### src/rtl/dreq_lock_pkg.sv
package dreq_lock_pkg;
    localparam int NUM_SRC = 4;
    localparam int SEL_W   = $clog2(NUM_SRC);

    typedef logic [NUM_SRC-1:0] src_vec_t;
    typedef logic [SEL_W-1:0]   src_idx_t;

    typedef struct packed {
        logic     active;
        src_idx_t idx;
    } lock_state_t;

    // lowest set index wins; returns 0 for an empty vector
    function automatic src_idx_t pick_first(input src_vec_t v);
        src_idx_t r = '0;
        for (int i = NUM_SRC - 1; i >= 0; i--) begin
            if (v[i]) r = src_idx_t'(i);
        end
        return r;
    endfunction
endpackage

### src/rtl/dreq_enable_reg.sv
module dreq_enable_reg
    import dreq_lock_pkg::*;
(
    input  logic     clk,
    input  logic     rst,
    input  logic     wr_i,
    input  src_vec_t wdata_i,
    input  src_vec_t tc_i,
    output src_vec_t en_o
);
    for (genvar g = 0; g < NUM_SRC; g++) begin : g_bit
        logic bit_q;
        always_ff @(posedge clk) begin
            if (rst)          bit_q <= 1'b0;
            else if (tc_i[g]) bit_q <= 1'b0;
            else if (wr_i)    bit_q <= wdata_i[g];
        end
        assign en_o[g] = bit_q;
    end
endmodule

### src/rtl/dreq_lock_sel.sv
module dreq_lock_sel
    import dreq_lock_pkg::*;
(
    input  logic        clk,
    input  logic        rst,
    input  src_vec_t    req_i,
    input  src_vec_t    en_i,
    output lock_state_t st_o
);
    lock_state_t st_q, st_d;
    src_vec_t    pend;

    always_comb begin
        pend = req_i & en_i;
        st_d = st_q;
        if (st_q.active) begin
            if (!req_i[st_q.idx]) st_d.active = 1'b0;
        end else if (|pend) begin
            st_d.active = 1'b1;
            st_d.idx    = pick_first(pend);
        end
    end

    always_ff @(posedge clk) begin
        if (rst) st_q <= '0;
        else     st_q <= st_d;
    end

    assign st_o = st_q;
endmodule

### src/rtl/dreq_irq_flag.sv
module dreq_irq_flag
    import dreq_lock_pkg::*;
(
    input  logic     clk,
    input  logic     rst,
    input  src_vec_t tc_i,
    input  logic     clr_i,
    output logic     flag_o
);
    logic flag_q;
    always_ff @(posedge clk) begin
        if (rst)        flag_q <= 1'b0;
        else if (|tc_i) flag_q <= 1'b1;
        else if (clr_i) flag_q <= 1'b0;
    end
    assign flag_o = flag_q;
endmodule

### src/rtl/dreq_lock_prioritizer.sv
module dreq_lock_prioritizer
    import dreq_lock_pkg::*;
(
    input  logic       clk,
    input  logic       rst,
    input  logic [3:0] req_i,
    input  logic       en_wr_i,
    input  logic [3:0] en_wdata_i,
    input  logic [3:0] tc_i,
    input  logic       irq_clr_i,
    output logic [3:0] en_o,
    output logic       dreq_o,
    output logic [1:0] sel_o,
    output logic       irq_o
);
    src_vec_t    en_w;
    lock_state_t st_w;

    dreq_enable_reg u_en (
        .clk     (clk),
        .rst     (rst),
        .wr_i    (en_wr_i),
        .wdata_i (en_wdata_i),
        .tc_i    (tc_i),
        .en_o    (en_w)
    );

    dreq_lock_sel u_sel (
        .clk   (clk),
        .rst   (rst),
        .req_i (req_i),
        .en_i  (en_w),
        .st_o  (st_w)
    );

    dreq_irq_flag u_irq (
        .clk    (clk),
        .rst    (rst),
        .tc_i   (tc_i),
        .clr_i  (irq_clr_i),
        .flag_o (irq_o)
    );

    assign en_o   = en_w;
    assign dreq_o = st_w.active;
    assign sel_o  = st_w.idx;
endmodule

### config.mk
export PLATFORM = sky130hd
export DESIGN_NAME = dreq_lock_prioritizer
export DESIGN_NICKNAME = d
export VERILOG_FILES = /design/src/rtl/dreq_lock_pkg.sv /design/src/rtl/dreq_enable_reg.sv /design/src/rtl/dreq_lock_sel.sv /design/src/rtl/dreq_irq_flag.sv /design/src/rtl/dreq_lock_prioritizer.sv
export SDC_FILE = /design/constraint.sdc
export NUM_CORES = 1
export LEC_CHECK = 0
export CORE_AREA = 2 2 39 41
export DETAILED_ROUTE_END_ITERATION = 8
export DIE_AREA = 0 0 41 43
export PLACE_DENSITY = 0.62
export SLEW_MARGIN = 20
export SYNTH_ARGS = -nofsm -noshare
export SYNTH_HDL_FRONTEND = slang
export SYNTH_SLANG_ARGS = --single-unit
### constraint.sdc
create_clock -name clk -period 2.2 [get_ports clk]
set_input_delay 0.33 -clock clk [delete_from_list [all_inputs] [get_ports clk]]
set_output_delay 0.33 -clock clk [all_outputs]
set_load 0.01 [all_outputs]
# Yosys cells after proc, flatten, opt, wreduce, memory -nomap -nowiden
# Cells that the tools add are included.
# totals
rom_bits,0
ff_bits,8
elab_cells,29
in_bits,16
latchBits,0
ram_bits,0
out_inout_bits,8
memories,0
# op_classes
mul,0
n_div,0
n_eq_ne,0
n_addsub,0
order_cmp,1
shifts,0
muxes,11
n_reduce_logical,8
bitwise_logic,2
# ops
cell,n
2-bit two-way mux,4
2-bit OR reduction,4
4-bit OR reduction,2
1-bit two-way mux,5
4-bit bitwise AND,1
"2-bit by 3-bit < comparator with 1-bit output, second input constant",1
3-bit two-way mux,1
1-bit binary-select mux with 2-bit select,1
2-bit AND reduction,1
2-bit nonzero test,1
1-bit NOT,1

# Logic depth before layout (Yosys ltp)
# depth
depth_word,7
ltp_mapped,4
ltp_nobuf,4

# By module
# Synthesis repeated with hierarchy kept, for this count alone.
# unflattened
hier_cells,40
area_unflattened_um2,389.1
# by_module_without_submodules
module,cells_per_inst,n_inst,area_each_um2
dreq_enable_reg,17,1,175.2
dreq_lock_sel,19,1,170.2
dreq_irq_flag,4,1,43.8

# Worst setup path after synthesis
# No wires, ideal clock.
# synth_timing
path_type,register to register
start,"register u_sel.st_q, in the netlist u_sel.st_o[0]"
end,"register u_sel.st_q, in the netlist u_sel.st_o[2]"
stages_incl_launch_ff,4
slack_ns,1.016
arrival_time_ns,1.071
path_cell_list,dfxtp_1 -> mux4_2 -> a21oi_1 -> nor2_1
# synth_between
elab_chain_len,4
# synth_rtl
item,line,text
start: declaration,dreq_lock_sel.sv:10,"lock_state_t st_q, st_d;"
start signal: assignment,dreq_lock_sel.sv:26,else st_q <= st_d;
1-bit binary-select mux with 2-bit select,dreq_lock_sel.sv:17,if (!req_i[st_q.idx]) st_d.active = 1'b0;
1-bit two-way mux (implied by the code),dreq_lock_sel.sv:17,
1-bit two-way mux,dreq_lock_sel.sv:17,
1-bit two-way mux,dreq_lock_sel.sv:16,if (st_q.active) begin
# Every way passes these cells. The select of a mux whose other input is x is not followed.
# A chain may end at the register's enable or synchronous reset.

# Worst setup path in the final report
# layout_timing
start,"register u_sel.st_q, in the netlist u_sel.st_o[2]"
end,output port dreq_o
# layout_lines
item,line,text
end: declaration,dreq_lock_prioritizer.sv:12,"output logic dreq_o,"
# No word-level cell between the ends.

==> results.sh <==
export IMPL_netlist_area_um2=389
export IMPL_reg2reg_slack_ps=1010
export IMPL_grt_pass1_wl_um=1370
export IMPL_avgSynthCellArea_um2=9.49
export IMPL_place_congestion=0.743
export IMPL_vias=383
export IMPL_setup_viol=0
export IMPL_hold_violations=0
export IMPL_netlist_instances=41
export IMPL_insertion_delay_ps=250
export IMPL_clock_path_buffers=2
export IMPL_critPathKind="register to primary output"
export IMPL_drive_above_1_share=0.0820
export IMPL_cp_slowest_cell="clkdlybuf4s50_1"
export IMPL_r2r_end="u_sel.st_o[2]$_SDFF_PP0_"
export IMPL_finClkSkew_ps=4.26
export IMPL_crit_path_end_kind="primary output"
export IMPL_synth_xor_area_frac=0
export IMPL_mostFrequentLayoutCells="23 x clkdlybuf4s50_1, 8 x dfxtp_1, 5 x nor3_1"
export IMPL_nFillCells=156
export IMPL_yosys_area_share_simple=0.186
export IMPL_min_to="u_irq.flag_o$_SDFFE_PP0P_"
export IMPL_register_area_um2=160
export IMPL_wirelength_um=971
export IMPL_fin_crit_sh=0.717
export IMPL_crit_arrival_ps=1250
export IMPL_drc_errors=0
export IMPL_ant_nets=0
export IMPL_diodes=0
export IMPL_netlist_cell_type_count=16
export IMPL_required_ps=1870
export IMPL_first_iter_violations=7
export IMPL_ys_warn_count=0
export IMPL_synth_top_family_by_area="simple AND/OR/NAND/NOR gates"
export IMPL_cap_viol_max_count=0
export IMPL_cts_setup_buffers=0
export IMPL_port_buffers=23
export IMPL_setup_tns_ps=0
export IMPL_pin_count=24
export IMPL_cts_root_buf="clkbuf_4"
export IMPL_final_util=0.448
export IMPL_synthMuxAreaShare=0.161
export IMPL_ctsHtreeMaxLevel=1
export IMPL_grt_antenna_before_repair=0
export IMPL_routedWlPerCell_um=12.6
export IMPL_core_area_mm2=0.00138
export IMPL_grt_start_max_net_pins=10
export IMPL_cts_tree="done"
export IMPL_fin_cells=77
export IMPL_hold_buffers=0
export IMPL_cts_buffers=3
export IMPL_initial_core_util=0.281
export IMPL_fmax_ghz=0.634
export IMPL_area_delta_synth_final_pct=59.5
export IMPL_final_common_cell="clkdlybuf4s50_1"
export IMPL_clock_sinks=8
export IMPL_overflow=0
export IMPL_hold_class="register to register"
export IMPL_status="finished, final reports clean"
export IMPL_clkSlewWorstSetupHoldPaths_ps=60
export IMPL_p_leak_nw=0.231
export IMPL_yosys_area_share_adder=0
export IMPL_ys_seq_elements=8
export IMPL_synth_compound_area_frac=0.135
export IMPL_worstMarginPinSlew_ps=352
export IMPL_syn_num_nets=57
export IMPL_critPathTopFamily="buffers and inverters"
export IMPL_placedCellCount=74
export IMPL_ir_drop_uv=173
export IMPL_cp_num_buf_inv=1
export IMPL_multi_input_area_um2=188
export IMPL_vias_per_cell=4.97
export IMPL_cts_resized=0
export IMPL_finalNetCount=79
export IMPL_cp_max_fo=5
export IMPL_rsz0062_at_grt="no"
export IMPL_fin_crit_ps=1580
export IMPL_path_cells="clkdlybuf4s50_1"
export IMPL_timing_rr_start="u_sel.st_o[0]$_SDFFE_PP0P_"
export IMPL_reg2regPathDepth=3
export IMPL_holdPathStages=2
export IMPL_die_area_mm2=0.00176
export IMPL_num_rows=14
export IMPL_groute_usage_overall=0.115
export IMPL_fp_dieH_um=43
export IMPL_dp_hpwl_um=744
export IMPL_power_density_mw_per_mm2=541
export IMPL_worstSetupStartpointType="register"
export IMPL_min_from="u_irq.flag_o$_SDFFE_PP0P_"
export IMPL_seq_area_frac_synth=0.412
export IMPL_grt_pass1_vias=349
export IMPL_die_x_um=41
export IMPL_slew_viol_final=0
export IMPL_drtPass1Iterations=4
export IMPL_slowest_delay_ps=570
export IMPL_slew_headroom=0.765
layer usage:
| layer | GRT usage | part of all wire | vias to the layer above |
|---|---|---|---|
| met5 | 0 | 0 | - |
| met4 | 0.0600 | 0 | 0 |
| met3 | 0.0157 | 0.084 | 0 |
| met2 | 0.184 | 0.46 | 20 |
| met1 | 0.139 | 0.46 | 176 |
| li1 | - | - | 187 |
cell usage after synthesis:
library cell  instances  area (µm²)
a41oi_2               1        16.3
a221oi_1              1        8.76
mux4_2                1        22.5
dfxtp_1               8         160
nor3b_1               1        7.51
nand2_1               4        15.0
a21oi_1               4        20.0
nor2_1                2        7.51
clkbuf_1              1        3.75
mux2i_1               4        40.0
buf_4                 5        37.5
nor4_1                1        6.26
nand2b_1              1        6.26
nand3_1               1        5.00
a21o_1                1        7.51
nor3_1                5        25.0
registers in the layout (all words and copies together), names as in the netlist:
signal	count
u_sel.st_o	3
u_irq.flag_o	1
u_en.g_bit.bit_q	4
layout make-up:
class                           instances  area share
Timing Repair Buffer                   23       0.371
Multi-Input combinational cell         27       0.302
Sequential cell                         8       0.258
Clock buffer                            3      0.0363
Tap cell                               16      0.0323
power breakdown:
part / internal [mW] / switching (mW) / leakage [nW]
Clock: 0.0627 / 0.0534 / 0.0138
Sequential: 0.151 / 0.00534 / 0.0654
Combinational: 0.0423 / 0.0217 / 0.151
per-stage QoR:
step | setup slack, ps | instance area [µm²] | power [mW] | hold WS (ps)
detailed placement | 626 | 598 | 0.223 | 468
global route | 585 | 621 | 0.352 | 507
global placement | 647 | 598 | 0.223 | 462
finish | 623 | 621 | 0.336 | 477
CTS | 614 | 621 | 0.339 | 479
floorplan | 1020 | 389 | 0.184 | 409
cell families after synthesis:
group | Yosys count
flops | 8
buf+inv | 6
mux | 5
simple gates | 15
compound gates | 7
how the worst max path moves through the flow:
| stage | start | endpoint | cells after the start |
|---|---|---|---|
| floorplan | u_sel.st_o[0]$_SDFFE_PP0P_ | u_sel.st_o[2]$_SDFF_PP0_ | 3 |
| global placement | req_i[3] | u_sel.st_o[2]$_SDFF_PP0_ | 4 |
| detailed placement | req_i[3] | u_sel.st_o[2]$_SDFF_PP0_ | 4 |
| CTS | u_sel.st_o[2]$_SDFF_PP0_ | dreq_o | 1 |
| global route | u_sel.st_o[2]$_SDFF_PP0_ | dreq_o | 1 |
| finish | u_sel.st_o[2]$_SDFF_PP0_ | dreq_o | 1 |
No activity file was read; power rests on OpenSTA's default activity.
